--- src/rtl/burst_pair_pkg.sv ---
package burst_pair_pkg;

  // Position inside one command-clock period.
  typedef enum logic {
    BEAT_K  = 1'b0,   // command slot, first data beat
    BEAT_KN = 1'b1    // complementary edge, second data beat
  } beat_e;

  // Decoded command of one slot.
  typedef struct packed {
    logic rd;
    logic wr;
  } cmd_t;

endpackage

--- src/rtl/bp_reset_sync.sv ---
module bp_reset_sync #(
  parameter int STAGES = 2
) (
  input  logic clk,
  input  logic rst_n,
  output logic rst_sync_n
);

  logic [STAGES-1:0] sync_q;

  always_ff @(posedge clk or negedge rst_n) begin
    if (!rst_n) begin
      sync_q <= '0;
    end else begin
      sync_q <= {sync_q[STAGES-2:0], 1'b1};
    end
  end

  assign rst_sync_n = sync_q[STAGES-1];

endmodule

--- src/rtl/bp_cmd_ctl.sv ---
module bp_cmd_ctl
  import burst_pair_pkg::*;
#(
  parameter int AW = 6
) (
  input  logic          clk,
  input  logic          rst_n,
  input  logic          run,
  input  logic          rd_sel_n,
  input  logic          wr_sel_n,
  input  logic [AW-1:0] addr,
  output beat_e         beat,
  output logic          rd_go,
  output logic          wr_en,
  output logic [AW-1:0] wr_addr
);

  localparam logic [AW-1:0] ADDR_STEP = {{(AW-1){1'b0}}, 1'b1};

  beat_e         beat_q, beat_d;
  logic          wr_pend_q, wr_pend_d;
  logic [AW-1:0] wr_base_q, wr_base_d;
  cmd_t          cmd;

  always_comb begin
    cmd.rd = ~rd_sel_n;
    cmd.wr = ~wr_sel_n;
  end

  // Next state and beat strobes.
  always_comb begin
    beat_d    = beat_q;
    wr_pend_d = wr_pend_q;
    wr_base_d = wr_base_q;
    rd_go     = 1'b0;
    wr_en     = 1'b0;
    wr_addr   = addr;
    if (run) begin
      beat_d = (beat_q == BEAT_K) ? BEAT_KN : BEAT_K;
      if (beat_q == BEAT_K) begin
        rd_go     = cmd.rd;
        wr_en     = cmd.wr;
        wr_addr   = addr;
        wr_pend_d = cmd.wr;
        if (cmd.wr) begin
          wr_base_d = addr;
        end
      end else begin
        wr_en     = wr_pend_q;
        wr_addr   = wr_base_q + ADDR_STEP;
        wr_pend_d = 1'b0;
      end
    end
  end

  always_ff @(posedge clk or negedge rst_n) begin
    if (!rst_n) begin
      beat_q    <= BEAT_K;
      wr_pend_q <= 1'b0;
      wr_base_q <= '0;
    end else if (run) begin
      beat_q    <= beat_d;
      wr_pend_q <= wr_pend_d;
      wr_base_q <= wr_base_d;
    end
  end

  assign beat = beat_q;

endmodule

--- src/rtl/bp_store.sv ---
module bp_store #(
  parameter int AW = 6,
  parameter int NB = 2,
  parameter int BW = 8
) (
  input  logic            clk,
  input  logic            wr_en,
  input  logic [AW-1:0]   wr_addr,
  input  logic [NB*BW-1:0] wr_data,
  input  logic [NB-1:0]   wr_mask_n,
  input  logic [AW-1:0]   rd_addr,
  output logic [NB*BW-1:0] rd_word0,
  output logic [NB*BW-1:0] rd_word1
);

  localparam int DEPTH = 1 << AW;
  localparam int DW    = NB * BW;
  localparam logic [AW-1:0] ADDR_STEP = {{(AW-1){1'b0}}, 1'b1};

  logic [DW-1:0] mem_q [DEPTH];
  logic [NB-1:0] lane_we;
  logic [AW-1:0] rd_addr_nxt;

  // One enable per byte lane.
  for (genvar b = 0; b < NB; b++) begin : g_lane
    assign lane_we[b] = wr_en & ~wr_mask_n[b];
  end

  always_ff @(posedge clk) begin
    for (int b = 0; b < NB; b++) begin
      if (lane_we[b]) begin
        mem_q[wr_addr][b*BW +: BW] <= wr_data[b*BW +: BW];
      end
    end
  end

  // Both words of the pair are read at the slot edge.
  assign rd_addr_nxt = rd_addr + ADDR_STEP;
  assign rd_word0    = mem_q[rd_addr];
  assign rd_word1    = mem_q[rd_addr_nxt];

endmodule

--- src/rtl/bp_read_pipe.sv ---
module bp_read_pipe
  import burst_pair_pkg::*;
#(
  parameter int DW = 16
) (
  input  logic          clk,
  input  logic          rst_n,
  input  logic          run,
  input  beat_e         beat,
  input  logic          short_lat,
  input  logic          rd_go,
  input  logic [DW-1:0] word0,
  input  logic [DW-1:0] word1,
  output logic [DW-1:0] rd_data,
  output logic          rd_oe,
  output logic          rd_strobe
);

  // Stage 1: captured at the slot edge.
  logic          v1_q, v1_d;
  logic [DW-1:0] a1_q, a1_d, b1_q, b1_d;
  // Stage 2: moved on the complementary edge.
  logic          v2_q, v2_d;
  logic [DW-1:0] a2_q, a2_d, b2_q, b2_d;
  // Second-word hold and output registers.
  logic          hv_q, hv_d;
  logic [DW-1:0] hd_q, hd_d;
  logic          ov_q, ov_d, os_q, os_d;
  logic [DW-1:0] od_q, od_d;
  logic          launch;

  always_comb begin
    launch = short_lat ? (beat == BEAT_K) : (beat == BEAT_KN);
  end

  always_comb begin
    v1_d = v1_q;  a1_d = a1_q;  b1_d = b1_q;
    v2_d = v2_q;  a2_d = a2_q;  b2_d = b2_q;
    hv_d = hv_q;  hd_d = hd_q;
    ov_d = ov_q;  os_d = os_q;  od_d = od_q;
    if (run) begin
      if (beat == BEAT_K) begin
        v1_d = rd_go;
        if (rd_go) begin
          a1_d = word0;
          b1_d = word1;
        end
      end else begin
        v2_d = v1_q;
        a2_d = a1_q;
        b2_d = b1_q;
      end
      if (launch) begin
        ov_d = v2_q;
        os_d = v2_q;
        od_d = v2_q ? a2_q : '0;
        hv_d = v2_q;
        hd_d = b2_q;
      end else begin
        ov_d = hv_q;
        os_d = 1'b0;
        od_d = hv_q ? hd_q : '0;
        hv_d = 1'b0;
      end
    end
  end

  always_ff @(posedge clk or negedge rst_n) begin
    if (!rst_n) begin
      v1_q <= 1'b0;  a1_q <= '0;  b1_q <= '0;
      v2_q <= 1'b0;  a2_q <= '0;  b2_q <= '0;
      hv_q <= 1'b0;  hd_q <= '0;
      ov_q <= 1'b0;  os_q <= 1'b0;  od_q <= '0;
    end else if (run) begin
      v1_q <= v1_d;  a1_q <= a1_d;  b1_q <= b1_d;
      v2_q <= v2_d;  a2_q <= a2_d;  b2_q <= b2_d;
      hv_q <= hv_d;  hd_q <= hd_d;
      ov_q <= ov_d;  os_q <= os_d;  od_q <= od_d;
    end
  end

  assign rd_data   = od_q;
  assign rd_oe     = ov_q;
  assign rd_strobe = os_q;

endmodule

--- src/rtl/burst_pair_sram.sv ---
module burst_pair_sram
  import burst_pair_pkg::*;
#(
  parameter int AW = 6,
  parameter int NB = 2,
  parameter int BW = 8
) (
  input  logic             clk,
  input  logic             rst_n,
  input  logic             run,
  input  logic             short_lat,
  input  logic             rd_sel_n,
  input  logic             wr_sel_n,
  input  logic [AW-1:0]    addr,
  input  logic [NB*BW-1:0] wr_data,
  input  logic [NB-1:0]    wr_mask_n,
  output logic [NB*BW-1:0] rd_data,
  output logic             rd_oe,
  output logic             rd_strobe,
  output logic             beat
);

  localparam int DW = NB * BW;

  logic          rst_sync_n;
  beat_e         beat_s;
  logic          rd_go;
  logic          wr_en;
  logic [AW-1:0] wr_addr;
  logic [DW-1:0] word0, word1;

  bp_reset_sync #(.STAGES(2)) u_rst (
    .clk        (clk),
    .rst_n      (rst_n),
    .rst_sync_n (rst_sync_n)
  );

  bp_cmd_ctl #(.AW(AW)) u_cmd (
    .clk      (clk),
    .rst_n    (rst_sync_n),
    .run      (run),
    .rd_sel_n (rd_sel_n),
    .wr_sel_n (wr_sel_n),
    .addr     (addr),
    .beat     (beat_s),
    .rd_go    (rd_go),
    .wr_en    (wr_en),
    .wr_addr  (wr_addr)
  );

  bp_store #(.AW(AW), .NB(NB), .BW(BW)) u_store (
    .clk       (clk),
    .wr_en     (wr_en),
    .wr_addr   (wr_addr),
    .wr_data   (wr_data),
    .wr_mask_n (wr_mask_n),
    .rd_addr   (addr),
    .rd_word0  (word0),
    .rd_word1  (word1)
  );

  bp_read_pipe #(.DW(DW)) u_rdp (
    .clk       (clk),
    .rst_n     (rst_sync_n),
    .run       (run),
    .beat      (beat_s),
    .short_lat (short_lat),
    .rd_go     (rd_go),
    .word0     (word0),
    .word1     (word1),
    .rd_data   (rd_data),
    .rd_oe     (rd_oe),
    .rd_strobe (rd_strobe)
  );

  assign beat = beat_s;

endmodule

--- config.mk ---
export PLATFORM = sky130hd
export DESIGN_NAME = burst_pair_sram
export DESIGN_NICKNAME = d
export VERILOG_FILES = /design/src/rtl/burst_pair_pkg.sv /design/src/rtl/bp_reset_sync.sv /design/src/rtl/bp_cmd_ctl.sv /design/src/rtl/bp_store.sv /design/src/rtl/bp_read_pipe.sv /design/src/rtl/burst_pair_sram.sv
export SDC_FILE = /design/constraint.sdc
export NUM_CORES = 2
export LEC_CHECK = 0
export ABC_CLOCK_PERIOD_IN_PS = 5400
export CAP_MARGIN = 30
export CORE_MARGIN = 1.5
export CORE_UTILIZATION = 29
export CTS_CLUSTER_DIAMETER = 40
export DETAILED_ROUTE_END_ITERATION = 10
export GPL_TIMING_DRIVEN = 0
export PLACE_DENSITY = 0.53
export SLEW_MARGIN = 20
export SYNTH_ARGS = -nofsm -noshare
export SYNTH_HDL_FRONTEND = slang
export SYNTH_SLANG_ARGS = --single-unit
export TNS_END_PERCENT = 10
--- constraint.sdc ---
create_clock -name clk -period 5.4 [get_ports clk]
set_input_delay 0.81 -clock clk [delete_from_list [all_inputs] [get_ports clk]]
set_output_delay 0.81 -clock clk [all_outputs]
set_load 0.02 [all_outputs]
==> metrics.csv <==
metric,value,unit
critPathBufInv,7,
clk_pin_slew_worst_paths,0.06,ns
dp.cells,5345,
critPathMaxFanout,10,
slowest_stage,nor2_1,
synth_edf_count,1024,
slew_headroom,24.7,%
grt_max_degree,65,
antenna_found_initial,9,
dpl.hpwl,142000,um
clk-insertion-delay-late,0.80,ns
yosysTopAreaCell,edfxtp_1,
final_common_cell,edfxtp_1,
crit_family,buffers and inverters,
worst_hold_path_type,input pin to async pin,
drtIter0Drc,4990,
syn_nets,2912,
drt_pre_antenna_iters,6,
drive_gt1_share,31.4,%
power_density,383,mW/mm^2
root_buffer,clkbuf_16,
numCtsBuffers,152,
nNetsFinal,3205,
finalCritPeriodShare,103,%
post_drt_wl_per_cell,34.9,um
worst_slack,-0.136,ns
synthesis.area,0.0522,mm^2
ant_nets,0,
seq_area,0.0335,mm^2
rows,155,
grtUsageMet2,31.7,%
fmax,0.181,GHz
synth_seq_cells,1134,
violations,negative setup slack,
drc,0,
cp-start-kind,input pin,
multi_input_area,0.0177,mm^2
fin_hold_ws,0.205,ns
final_max_slew_viol_count,0,
r2r_cells,7,
synth_ff_type,edfxtp_1,
htreeDepth,4,
min_period,5.54,ns
fillCellCount,16834,
postRouteWirelength,198000,um
use_met1,29.2,%
netlist_top_cells_area,"edfxtp_1, mux4_2, dfrtp_1",
vdd.ir_drop.worst,371,uV
worst_pin_slew,1.13,ns
ys_async_sr_fraction,9.70,%
grt_pass1_wl,266000,um
finalWeightedCongestion,1.06,
rsz0062_at_grt,true,
final.setup_skew,0.0232,ns
area_growth,18.2,%
tritoncts,built,
finalHoldViolCount,0,
initial_core_util,29.2,%
cts.repair.resized,0,
clock-sinks,1134,
core,0.179,mm^2
final_cell_mix,"edfxtp_1, mux4_2, nor2_1, mux2i_1, nand2_1",
yosysUniqueCellTypes,55,
grt_pass1_vias,31468,
ys_seq_area_share,64.2,%
die_h,427,um
grt_overflow,0,
die_x,427,um
vias_per_cell,5.71,
cp.depth,11,
syn_inst,2880,
synth_top_cell_area_share,58.9,%
busiest_layer,met2,
via_count,32316,
avgSynthCellArea,18.1,um^2
port_buffers,47,
crit_chain,"clkdlybuf4s50_1, buf_2, buf_4, buf_2, buf_2, buf_4, buf_4, nand3b_1, o31ai_1, nand2_1, nor2_1",
die-area,0.183,mm^2
grt_use_total,21.5,%
finalSetupViolCount,102,
power.leakage,20.3,nW
crit_arrival,5.93,ns
final_cells,5659,
final_area,0.0617,mm^2
synth_warnings,0,
status,finished with violations,
crit_type,input pin to flop,
placed_area,0.0564,mm^2
cp_data_required_time,5.80,ns
use_met3,5.05,%
maxCapViolCount,0,
io_pins,49,
critPathMaxStageDelay,1.06,ns
clk_path_buf_depth,3,
cp-end-kind,flop,
-- synthesized netlist by cell type (all sizes together) (20+ instances only) --
master and instances:
nand2 184, clkbuf 75, nand3 37, a21oi 20
nor2 213, a31oi 30, mux2 55, mux4 481
edfxtp 1024, buf 135, o22ai 32, mux2i 195
dfrtp 110, o21ai 72, a32oi 32
-- worst register-to-register path, delay by kind of cell, from the launching register on --
family	cells	cell delay [ns]
AND/OR/NAND/NOR	4	2.42
flip-flops	1	0.37
AO/OA/AOI/OAI	1	0.26
buffers and inverters	2	0.78
-- layout make-up --
| type | count | area share [%] |
|---|---|---|
| sequential | 1134 | 54.3 |
| inverter | 5 | 0.0304 |
| clock inverter | 110 | 1.81 |
| buffer | 210 | 1.62 |
| clock buffer | 173 | 6.39 |
| timing repair buffer | 139 | 2.37 |
| tap | 2355 | 4.78 |
| multi-input combinational | 1531 | 28.7 |
| antenna | 2 | 0.00811 |
-- routing by layer --
layer / vias up / share of wire [%]
li1: 12643 / -
met1: 17248 / 40
met2: 2025 / 44
met3: 398 / 9.9
met4: 2 / 6.0
met5: - / 0.0066
-- cells by family after synthesis --
| family | share of synthesized area (%) |
|---|---|
| AO/OA/AOI/OAI | 3.75 |
| other | 0.00719 |
| adder cells (fa/ha/maj) | 0.0479 |
| multiplexers | 25.7 |
| XOR/XNOR | 0.252 |
| AND/OR/NAND/NOR | 4.14 |
| buffers and inverters | 1.93 |
| flip-flops | 64.2 |
-- through the flow --
stage	utilization [%]	setup WS [ns]	power (mW)	TNS, ns
6_report	34.5	-0.136	23.6	-6.39
2_1_floorplan	-	2.11	12.1	0
3_5_place_dp	31.6	-0.801	13.7	-285.81
3_3_place_gp	31.1	-0.917	13.6	-319.27
4_1_cts	34.4	0.0363	23.6	0
5_1_grt	34.5	-0.0103	24.1	-0.0434
-- flip-flops by register name, summed over array words and instances, names as in the netlist --
signal	cells
u_rdp.b2_q	16
u_rdp.v1_q	1
u_store.mem_q	1024
u_rst.sync_q	2
u_cmd.beat	1
u_cmd.wr_pend_q	1
u_cmd.wr_base_q	6
u_rdp.rd_data	16
u_rdp.a2_q	16
u_rdp.b1_q	16
u_rdp.rd_strobe	1
u_rdp.v2_q	1
u_rdp.hd_q	16
u_rdp.a1_q	16
u_rdp.rd_oe	1
-- path summary, 6_finish.rpt --
path,slack [ns],startpoint,end
min,0.21,rst_n,u_rst.sync_q[0]
min in group clk,0.28,wr_data[7],u_store.mem_q[28][7]
min reg2reg,0.32,u_rst.sync_q[1],u_rdp.rd_data[6]
max reg2reg,1.19,u_cmd.beat,u_store.mem_q[0][12]
max in group asynchronous,4.51,u_rst.sync_q[1],u_cmd.wr_base_q[4]
max,-0.14,addr[0],u_store.mem_q[49][9]
-- timing repair --
item	CTS	global route
hold buffers	0	0
setup buffers	0	0
endpoints found under the setup margin	0	8
-- report_power, final --
part	leakage [nW]	switching, mW	internal [mW]
clock network	2.45	4.22	5.82
registers	10.6	0.393	9.98
logic	7.26	2.01	1.18
total	20.3	6.63	17.0
(Power assumes the default switching activity.)
